File: src/rtl/dmc_pkg.sv
package dmc_pkg;
    localparam int BYTE_W = 8;

    typedef enum logic [1:0] {
        ST_IDLE  = 2'd0,
        ST_WBACK = 2'd1,
        ST_FILL  = 2'd2
    } dmc_state_e;

    typedef struct packed {
        dmc_state_e st;
    } dmc_ctrl_s;
endpackage

File: src/rtl/dmc_line_store.sv
module dmc_line_store #(
    parameter int IDX_W = 3,
    parameter int TAG_W = 3,
    parameter int BLK_W = 32
) (
    input  logic             clk,
    input  logic             rst_n,
    input  logic [IDX_W-1:0] idx,
    input  logic             wr_en,
    input  logic [TAG_W-1:0] wr_tag,
    input  logic [BLK_W-1:0] wr_blk,
    input  logic             wr_dirty,
    output logic             rd_valid,
    output logic             rd_dirty,
    output logic [TAG_W-1:0] rd_tag,
    output logic [BLK_W-1:0] rd_blk
);
    localparam int LINES = 1 << IDX_W;

    logic [LINES-1:0] valid_q, valid_d;
    logic [LINES-1:0] dirty_q, dirty_d;
    logic [TAG_W-1:0] tag_q [LINES];
    logic [TAG_W-1:0] tag_d [LINES];
    logic [BLK_W-1:0] blk_q [LINES];
    logic [BLK_W-1:0] blk_d [LINES];

    always_comb begin
        valid_d = valid_q;
        dirty_d = dirty_q;
        tag_d   = tag_q;
        blk_d   = blk_q;
        if (wr_en) begin
            valid_d[idx] = 1'b1;
            dirty_d[idx] = wr_dirty;
            tag_d[idx]   = wr_tag;
            blk_d[idx]   = wr_blk;
        end
    end

    always_ff @(posedge clk) begin
        if (!rst_n) begin
            valid_q <= '0;
            dirty_q <= '0;
            for (int i = 0; i < LINES; i++) begin
                tag_q[i] <= '0;
                blk_q[i] <= '0;
            end
        end else begin
            valid_q <= valid_d;
            dirty_q <= dirty_d;
            tag_q   <= tag_d;
            blk_q   <= blk_d;
        end
    end

    assign rd_valid = valid_q[idx];
    assign rd_dirty = dirty_q[idx];
    assign rd_tag   = tag_q[idx];
    assign rd_blk   = blk_q[idx];

    // a modified line is always a resident line
    p_dirty_valid_r7: assert property (@(posedge clk) disable iff (!rst_n)
        rd_dirty |-> rd_valid);
endmodule

File: src/rtl/dmc_ctrl.sv
module dmc_ctrl
    import dmc_pkg::*;
#(
    parameter int ADDR_W = 8,
    parameter int IDX_W  = 3,
    parameter int OFF_W  = 2
) (
    input  logic                        clk,
    input  logic                        rst_n,
    input  logic                        cpu_valid,
    input  logic                        cpu_we,
    input  logic [ADDR_W-1:0]           cpu_addr,
    input  logic [BYTE_W-1:0]           cpu_wdata,
    output logic [BYTE_W-1:0]           cpu_rdata,
    output logic                        cpu_done,
    output logic                        cpu_hit,
    output logic [IDX_W-1:0]            ln_idx,
    output logic                        ln_wr_en,
    output logic [ADDR_W-IDX_W-OFF_W-1:0] ln_wr_tag,
    output logic [(BYTE_W<<OFF_W)-1:0]  ln_wr_blk,
    output logic                        ln_wr_dirty,
    input  logic                        ln_valid,
    input  logic                        ln_dirty,
    input  logic [ADDR_W-IDX_W-OFF_W-1:0] ln_tag,
    input  logic [(BYTE_W<<OFF_W)-1:0]  ln_blk,
    output logic                        mem_req,
    output logic                        mem_we,
    output logic [ADDR_W-OFF_W-1:0]     mem_addr,
    output logic [(BYTE_W<<OFF_W)-1:0]  mem_wdata,
    input  logic                        mem_ready,
    input  logic [(BYTE_W<<OFF_W)-1:0]  mem_rdata
);
    localparam int TAG_W = ADDR_W - IDX_W - OFF_W;
    localparam int BLK_W = BYTE_W << OFF_W;

    dmc_ctrl_s r_q, r_d;

    logic [TAG_W-1:0] a_tag;
    logic [OFF_W-1:0] a_off;
    logic             lookup_hit;
    logic [BLK_W-1:0] src_blk;
    logic [BLK_W-1:0] merged_blk;
    logic [BYTE_W-1:0] picked;

    always_comb begin
        a_tag      = cpu_addr[ADDR_W-1 -: TAG_W];
        ln_idx     = cpu_addr[OFF_W +: IDX_W];
        a_off      = cpu_addr[OFF_W-1:0];
        lookup_hit = ln_valid && (ln_tag == a_tag);

        src_blk    = (r_q.st == ST_FILL) ? mem_rdata : ln_blk;
        picked     = src_blk[int'(a_off)*BYTE_W +: BYTE_W];
        merged_blk = src_blk;
        merged_blk[int'(a_off)*BYTE_W +: BYTE_W] = cpu_wdata;

        r_d         = r_q;
        cpu_done    = 1'b0;
        cpu_hit     = 1'b0;
        cpu_rdata   = picked;
        ln_wr_en    = 1'b0;
        ln_wr_tag   = a_tag;
        ln_wr_blk   = cpu_we ? merged_blk : src_blk;
        ln_wr_dirty = cpu_we;
        mem_req     = 1'b0;
        mem_we      = 1'b0;
        mem_addr    = {a_tag, ln_idx};
        mem_wdata   = ln_blk;

        unique case (r_q.st)
            ST_IDLE: begin
                if (cpu_valid) begin
                    if (lookup_hit) begin
                        cpu_done    = 1'b1;
                        cpu_hit     = 1'b1;
                        ln_wr_en    = cpu_we;
                        ln_wr_dirty = 1'b1;
                    end else if (ln_valid && ln_dirty) begin
                        r_d.st = ST_WBACK;
                    end else begin
                        r_d.st = ST_FILL;
                    end
                end
            end
            ST_WBACK: begin
                mem_req  = 1'b1;
                mem_we   = 1'b1;
                mem_addr = {ln_tag, ln_idx};
                if (mem_ready) r_d.st = ST_FILL;
            end
            ST_FILL: begin
                mem_req = 1'b1;
                if (mem_ready) begin
                    cpu_done = 1'b1;
                    ln_wr_en = 1'b1;
                    r_d.st   = ST_IDLE;
                end
            end
            default: r_d.st = ST_IDLE;
        endcase
    end

    always_ff @(posedge clk) begin
        if (!rst_n) r_q.st <= ST_IDLE;
        else        r_q    <= r_d;
    end

    // request fields hold until memory answers
    p_req_hold_r10: assert property (@(posedge clk) disable iff (!rst_n)
        mem_req && !mem_ready |=> mem_req && $stable(mem_addr) && $stable(mem_we));
    // an accepted write-back is followed by the block read
    p_wb_then_fill_r6: assert property (@(posedge clk) disable iff (!rst_n)
        mem_req && mem_we && mem_ready |=> mem_req && !mem_we);
    // the read answer completes the access as a miss
    p_fill_done_r5: assert property (@(posedge clk) disable iff (!rst_n)
        mem_req && !mem_we && mem_ready |-> cpu_done && !cpu_hit);
    // a hit completes with no memory traffic and only for a live request
    p_hit_quiet_r4: assert property (@(posedge clk) disable iff (!rst_n)
        cpu_done && cpu_hit |-> !mem_req && cpu_valid);
endmodule

File: src/rtl/dmc_cache.sv
module dmc_cache
    import dmc_pkg::*;
#(
    parameter int ADDR_W = 8,
    parameter int IDX_W  = 3,
    parameter int OFF_W  = 2
) (
    input  logic                       clk,
    input  logic                       rst_n,
    input  logic                       cpu_valid,
    input  logic                       cpu_we,
    input  logic [ADDR_W-1:0]          cpu_addr,
    input  logic [7:0]                 cpu_wdata,
    output logic [7:0]                 cpu_rdata,
    output logic                       cpu_done,
    output logic                       cpu_hit,
    output logic                       mem_req,
    output logic                       mem_we,
    output logic [ADDR_W-OFF_W-1:0]    mem_addr,
    output logic [(8<<OFF_W)-1:0]      mem_wdata,
    input  logic                       mem_ready,
    input  logic [(8<<OFF_W)-1:0]      mem_rdata
);
    localparam int TAG_W = ADDR_W - IDX_W - OFF_W;
    localparam int BLK_W = BYTE_W << OFF_W;

    logic [IDX_W-1:0] ln_idx;
    logic             ln_wr_en, ln_wr_dirty, ln_valid, ln_dirty;
    logic [TAG_W-1:0] ln_wr_tag, ln_tag;
    logic [BLK_W-1:0] ln_wr_blk, ln_blk;

    dmc_ctrl #(.ADDR_W(ADDR_W), .IDX_W(IDX_W), .OFF_W(OFF_W)) i_ctrl (
        .clk(clk), .rst_n(rst_n),
        .cpu_valid(cpu_valid), .cpu_we(cpu_we), .cpu_addr(cpu_addr),
        .cpu_wdata(cpu_wdata), .cpu_rdata(cpu_rdata),
        .cpu_done(cpu_done), .cpu_hit(cpu_hit),
        .ln_idx(ln_idx), .ln_wr_en(ln_wr_en), .ln_wr_tag(ln_wr_tag),
        .ln_wr_blk(ln_wr_blk), .ln_wr_dirty(ln_wr_dirty),
        .ln_valid(ln_valid), .ln_dirty(ln_dirty), .ln_tag(ln_tag), .ln_blk(ln_blk),
        .mem_req(mem_req), .mem_we(mem_we), .mem_addr(mem_addr),
        .mem_wdata(mem_wdata), .mem_ready(mem_ready), .mem_rdata(mem_rdata)
    );

    dmc_line_store #(.IDX_W(IDX_W), .TAG_W(TAG_W), .BLK_W(BLK_W)) i_lines (
        .clk(clk), .rst_n(rst_n), .idx(ln_idx),
        .wr_en(ln_wr_en), .wr_tag(ln_wr_tag), .wr_blk(ln_wr_blk),
        .wr_dirty(ln_wr_dirty),
        .rd_valid(ln_valid), .rd_dirty(ln_dirty), .rd_tag(ln_tag), .rd_blk(ln_blk)
    );
endmodule

File: config.mk
export PLATFORM = sky130hd
export DESIGN_NAME = dmc_cache
export DESIGN_NICKNAME = d
export VERILOG_FILES = /design/src/rtl/dmc_pkg.sv /design/src/rtl/dmc_line_store.sv /design/src/rtl/dmc_ctrl.sv /design/src/rtl/dmc_cache.sv
export SDC_FILE = /design/constraint.sdc
export NUM_CORES = 1
export LEC_CHECK = 0
export BUFFER_PORTS_ARGS = -buffer_cell sky130_fd_sc_hd__buf_2
export CAP_MARGIN = 15
export CORE_ASPECT_RATIO = 1.1
export CORE_UTILIZATION = 60
export CTS_CLUSTER_SIZE = 40
export DETAILED_ROUTE_END_ITERATION = 6
export PLACE_DENSITY = 0.79
export SYNTH_ARGS = -nofsm -noshare
export SYNTH_HDL_FRONTEND = slang
export SYNTH_SLANG_ARGS = --single-unit
export TNS_END_PERCENT = 100
File: constraint.sdc
create_clock -name clk -period 3.87 [get_ports clk]
set_input_delay 0.774 -clock clk [delete_from_list [all_inputs] [get_ports clk]]
set_output_delay 0.774 -clock clk [all_outputs]
set_load 0.05 [all_outputs]
After elaboration in Yosys (flattened, before gate mapping)
Cells that the tools add are included.

cells by class
  $add $sub $neg = 1
  magnitude comparators = 4
  eq/ne operators = 7
  shift operators = 3
  multiplexer cells = 42
  bitwise operators = 2
  reductions and logical operators = 7

operator list
  operator                 number
  $bwmux 256               1
  $mux 32                  5
  $bmux 32 s3              1
  $demux 32 s3             1
  $neg 5->33               1
  $shift 8x33->32 const A  1
  $shiftx 8x33->32         1
  $bwmux 32                1
  $shiftx 32x6->8          1
  $bwmux 24                1
  $mux 1                   14
  $mux 2                   5
  $bmux 3 s3               1
  $demux 3 s3              1
  $mux 3                   3
  $bwmux 8                 1
  $ne 2x2->1 const B       4
  $or 8x8->8               1
  $bmux 1 s3               2
  $mux 6                   1
  $pmux 2 s3               1
  $ge 4x4->1 const B       1
  $logic_and 1x1->1        4
  $lt 3x4->1 const B       1
  other kinds (11)         12

storage, ports and cells
  flip-flop bits (word level) = 298
  bits of input ports = 53
  logic and storage cells = 85

Longest topological paths before layout
  word-level depth = 10
  gate-level depth with buffers = 12

By module
A second synthesis with hierarchy kept.

unflattened totals
  cells, all modules = 1745
  area, all modules = 15439.8 µm²

by module, submodules not included
  module          times used  cells an instance  area an instance (µm²)  seq. area each (µm²)
  dmc_line_store  1           1509               13563.0                 5925.7
  dmc_ctrl        1           236                1876.8                  40.0

Least setup slack after synthesis
OpenSTA, ideal clock, no wires.

  path type = input-to-output
  from = input cpu_addr[3]
  to = output cpu_rdata[6]
  data arrival time = 4.262 ns
  required time = 3.096 ns
  path slack = -1.166 ns
  cell stages on the path = 9
  path buffers = 3
  path through = buf_2 -> buf_4 -> nor2_1 -> clkbuf_1 -> a221oi_1 -> o21ai_0 -> mux4_2 -> nor2_1 -> nor2_1

between the ends
  longest elaborated chain between the ends = 6

ends and longest elaborated chain
  what                                         line                  source
  from (decl)                                  dmc_cache.sv:12       input logic [ADDR_W-1:0] cpu_addr,
  $not 3->4 (implied by the code)              dmc_line_store.sv:59  assign rd_blk = blk_q[idx];
  $bmux 32 s3                                  dmc_line_store.sv:59
  $mux 32 (implied by the code) (2 in series)  dmc_line_store.sv:59
  net mem_wdata[6]                             dmc_cache.sv:20       output logic [(8<<OFF_W)-1:0] mem_wdata,
  $mux 32                                      dmc_ctrl.sv:51        src_blk = (r_q.st == ST_FILL) ? mem_rdata : ln_blk;
  $shiftx 32x6->8                              dmc_ctrl.sv:52        picked = src_blk[int'(a_off)*BYTE_W +: BYTE_W];
  to (decl)                                    dmc_cache.sv:14       output logic [7:0] cpu_rdata,

The timed path passes the listed nets, and every way through them passes these cells. The select of a mux whose other input is x is not followed.

Worst setup path in the final report
  from = input cpu_addr[4]
  to = output cpu_rdata[1]

between the ends
  longest elaborated chain between the ends = 6

ends and longest elaborated chain
  what                                         line
  $not 3->4 (implied by the code)              dmc_line_store.sv:59
  $bmux 32 s3                                  dmc_line_store.sv:59
  $mux 32 (implied by the code) (2 in series)  dmc_line_store.sv:59
  $mux 32                                      dmc_ctrl.sv:51
  $shiftx 32x6->8                              dmc_ctrl.sv:52

No other way between the ends. The select of a mux whose other input is x is not followed.

==> flow_summary.ini <==
[power]
p_leak_nw = 7.40
seqPwrFrac = 0.426
p_comb_frac = 0.123
intPower_mw = 5.44
power.total_mw = 7.29
clockPowerShare = 0.451
p_sw_mw = 1.85
p_per_area_nw_per_um2 = 424
switching_share = 0.253
ir_drop_v = 0.000360

[worst_setup_path]
startpoint_type = input port
worstPathArrival_ns = 3.10
slowest_delay_ns = 0.46
worstSetupPathType = input port to primary output
critPathCaptureType = primary output
worstPathRequired_ns = 3.10
crit_chain = buf_12 > mux2_2 > a221oi_2 > nor2_1 > a311oi_2 > inv_2 > mux4_2 > mux2_4 > buf_4
critical-path-slowest-cell = mux4_2
path_max_fanout = 17

[logic_synthesis]
synth_edf_count = 0
synth.cell_area_sq_um = 14500
synth_fp_nets = 1489
ys_ff_latch = 298
seq_area_frac_synth = 0.410
syn_inst = 1428
synthFlopType = dfxtp_1
yosysWarningCount = 0
yosys.area.top_type = dfxtp_1
synth_top_cell_area_share = 0.410
async_flop_share = 0
synth.area.top_cells = dfxtp_1 41%, mux2i_1 20%, nand2_1 9.1%
synth.distinct_cells = 54
avgSynthCellArea_sq_um = 10.2

[finish]
syn_to_final_growth_pct = 18.2
multi_input_area_sq_um = 8010
design_area_sq_um = 17200
layout_common_cells = 351 x nand2_1, 298 x dfxtp_1, 296 x mux2i_1, 95 x buf_2, 90 x buf_4
final_cell_count_no_fill = 1875
fin_util = 0.726
final_common_cell = nand2_1
seqCellArea_sq_um = 5970
nNetsFinal = 1606
drive_gt1_frac = 0.260
fillCellCount = 1645

[floorplanning]
core_sq_um = 23700
start_util = 0.614
rows = 59
die_w_microns = 150
pin_count = 103
die_y_microns = 165
die_area_sq_um = 24900

[status]
status = finished with violations
violations = design-rule violations, negative setup slack

[place]
place_inst = 1817
port_buffers = 102
pre_cts_slack_ns = -0.0597
gp_congestion = 0.971
dpl-instance-area_sq_um = 16000
dp_hpwl_mm = 29.2

[clock_network]
numCtsBuffers = 30
clock-root-buffer = clkbuf_16
cts_tree = yes
clockBufferDepth = 3
cts_hold_buf = 0
htreeDepth = 1
clk_pin_slew_ns = 0.06
clock-sinks = 298
worstSkewPairLatency_ns = 0.57

[timing]
skew_ns = 0.0263
fmax_ghz = 0.258
hold_viol_final = 0
finalCritPeriodShare = 1.00
setup_ws_ns = -0.00630
layout_min_cycle_time_ns = 3.88
relSlewSlack = 0.379
tightest_slew_ns = 0.932
slew_violations = 0
setup_viol = 1
rsz0062_at_grt = false

[drt]
vias = 12000
drcViolationCount = 4
antenna_left = 0
first_iter_violations = 1193
viasPerCell = 6.37
first_pass_iters = 7
routed_wl_mm = 43.1
wl_per_cell_microns = 23.0

[grt]
grt_max_degree = 110
grt_overflow = 0
grt_pass1_wl_mm = 66.5
grt_pass1_vias = 11800
grt_use_total = 0.350
antenna_found_initial = 1

[hold_path]
hp-class = flop to flop

[job]
maxCapViolCount = 0
==> path summary, 6_finish.rpt <==
| kind | slack, ns | end | cells past startpoint | from |
|---|---|---|---|---|
| min reg2reg | 0.46 | i_lines.blk_q[36]$_SDFFE_PN0P_ | 2 | i_lines.blk_q[36]$_SDFFE_PN0P_ |
| min | 0.46 | i_lines.blk_q[36]$_SDFFE_PN0P_ | 2 | i_lines.blk_q[36]$_SDFFE_PN0P_ |
| max reg2reg | 1.17 | i_lines.blk_q[22]$_SDFFE_PN0P_ | 9 | i_lines.tag_q[15]$_SDFFE_PN0P_ |
| max | -0.006 | cpu_rdata[1] | 9 | cpu_addr[4] |
==> kinds of logic (layout without fill, tap and decap cells) <==
group / count (synthesis) / in the layout / share of synthesized area
and+or+nand+nor: 449 / 449 / 0.129
muxes: 387 / 387 / 0.318
DFF: 298 / 298 / 0.410
AOI/OAI and AO/OA: 141 / 141 / 0.0776
buffers and inverters: 141 / 281 / 0.0560
adders and majority gates: 8 / 8 / 0.00688
xor gates and xnor gates: 4 / 4 / 0.00241
other: 0 / 2 / 0
==> area by class of cell <==
cell class,count,share of cell area
Multi-Input combinational cell,989,0.466
Tap cell,305,0.0222
Clock buffer,41,0.0508
Antenna cell,2,0.000291
Clock inverter,14,0.0144
Timing Repair Buffer,211,0.0964
Inverter,15,0.00327
Sequential cell,298,0.347
==> synthesized netlist by cell type, drive strengths merged, types with 12 or more instances <==
cell type	count
mux2i	296
a21oi	12
nor2	48
a221oi	20
buf	72
inv	12
clkbuf	54
nand2b	18
mux2	35
nand2	354
dfxtp	298
mux4	56
o21ai	21
a22oi	20
a222oi	18
==> power by group through the flow <==
stage / sequential (mW) / combinational [mW] / clock, mW
after global placement: 3.17 / 0.855 / 0
after detailed placement: 3.17 / 0.867 / 0
after CTS: 3.11 / 0.872 / 3.29
after global routing: 3.11 / 0.932 / 3.41
after floorplan: 3.17 / 0.582 / 0
final: 3.11 / 0.898 / 3.28
==> routing by layer <==
| metal | track usage | share of wire | up-vias |
|---|---|---|---|
| met2 | 0.564 | 0.46 | 618 |
| li1 | - | - | 5299 |
| met5 | 0 | 0 | - |
| met3 | 0.0670 | 0.10 | 180 |
| met1 | 0.438 | 0.38 | 5856 |
| met4 | 0.202 | 0.057 | 0 |
==> worst max-delay path: cells and delay by family <==
family,cells,cell delay (ns)
multiplexers,3,1.14
AO/OA/AOI/OAI,2,0.62
buffers and inverters,3,0.44
AND/OR/NAND/NOR,1,0.11
==> per-stage QoR <==
stage / hold WS [ns] / setup TNS, ns
2_1_floorplan: 0.431 / -0.0223
3_3_place_gp: 0.438 / -0.00959
3_5_place_dp: 0.447 / -0.154
4_1_cts: 0.456 / 0
5_1_grt: 0.472 / 0
6_report: 0.456 / -0.00630
==> registers in the layout (all words and copies together), names as in the netlist <==
signal	flops
i_lines.blk_q	256
i_lines.tag_q	24
i_lines.dirty_q	8
i_lines.valid_q	8
i_ctrl.r_q	2
==> repair_timing <==
| action | in CTS | in global routing |
|---|---|---|
| buffers inserted | 0 | 1 |
| resized for setup | 2 | 6 |
| endpoints found under the hold margin | 0 | 0 |
| pin swaps | 0 | 1 |
| endpoints found under the setup margin | 4 | 4 |
Note: power is estimated with default switching activity, not from simulation.
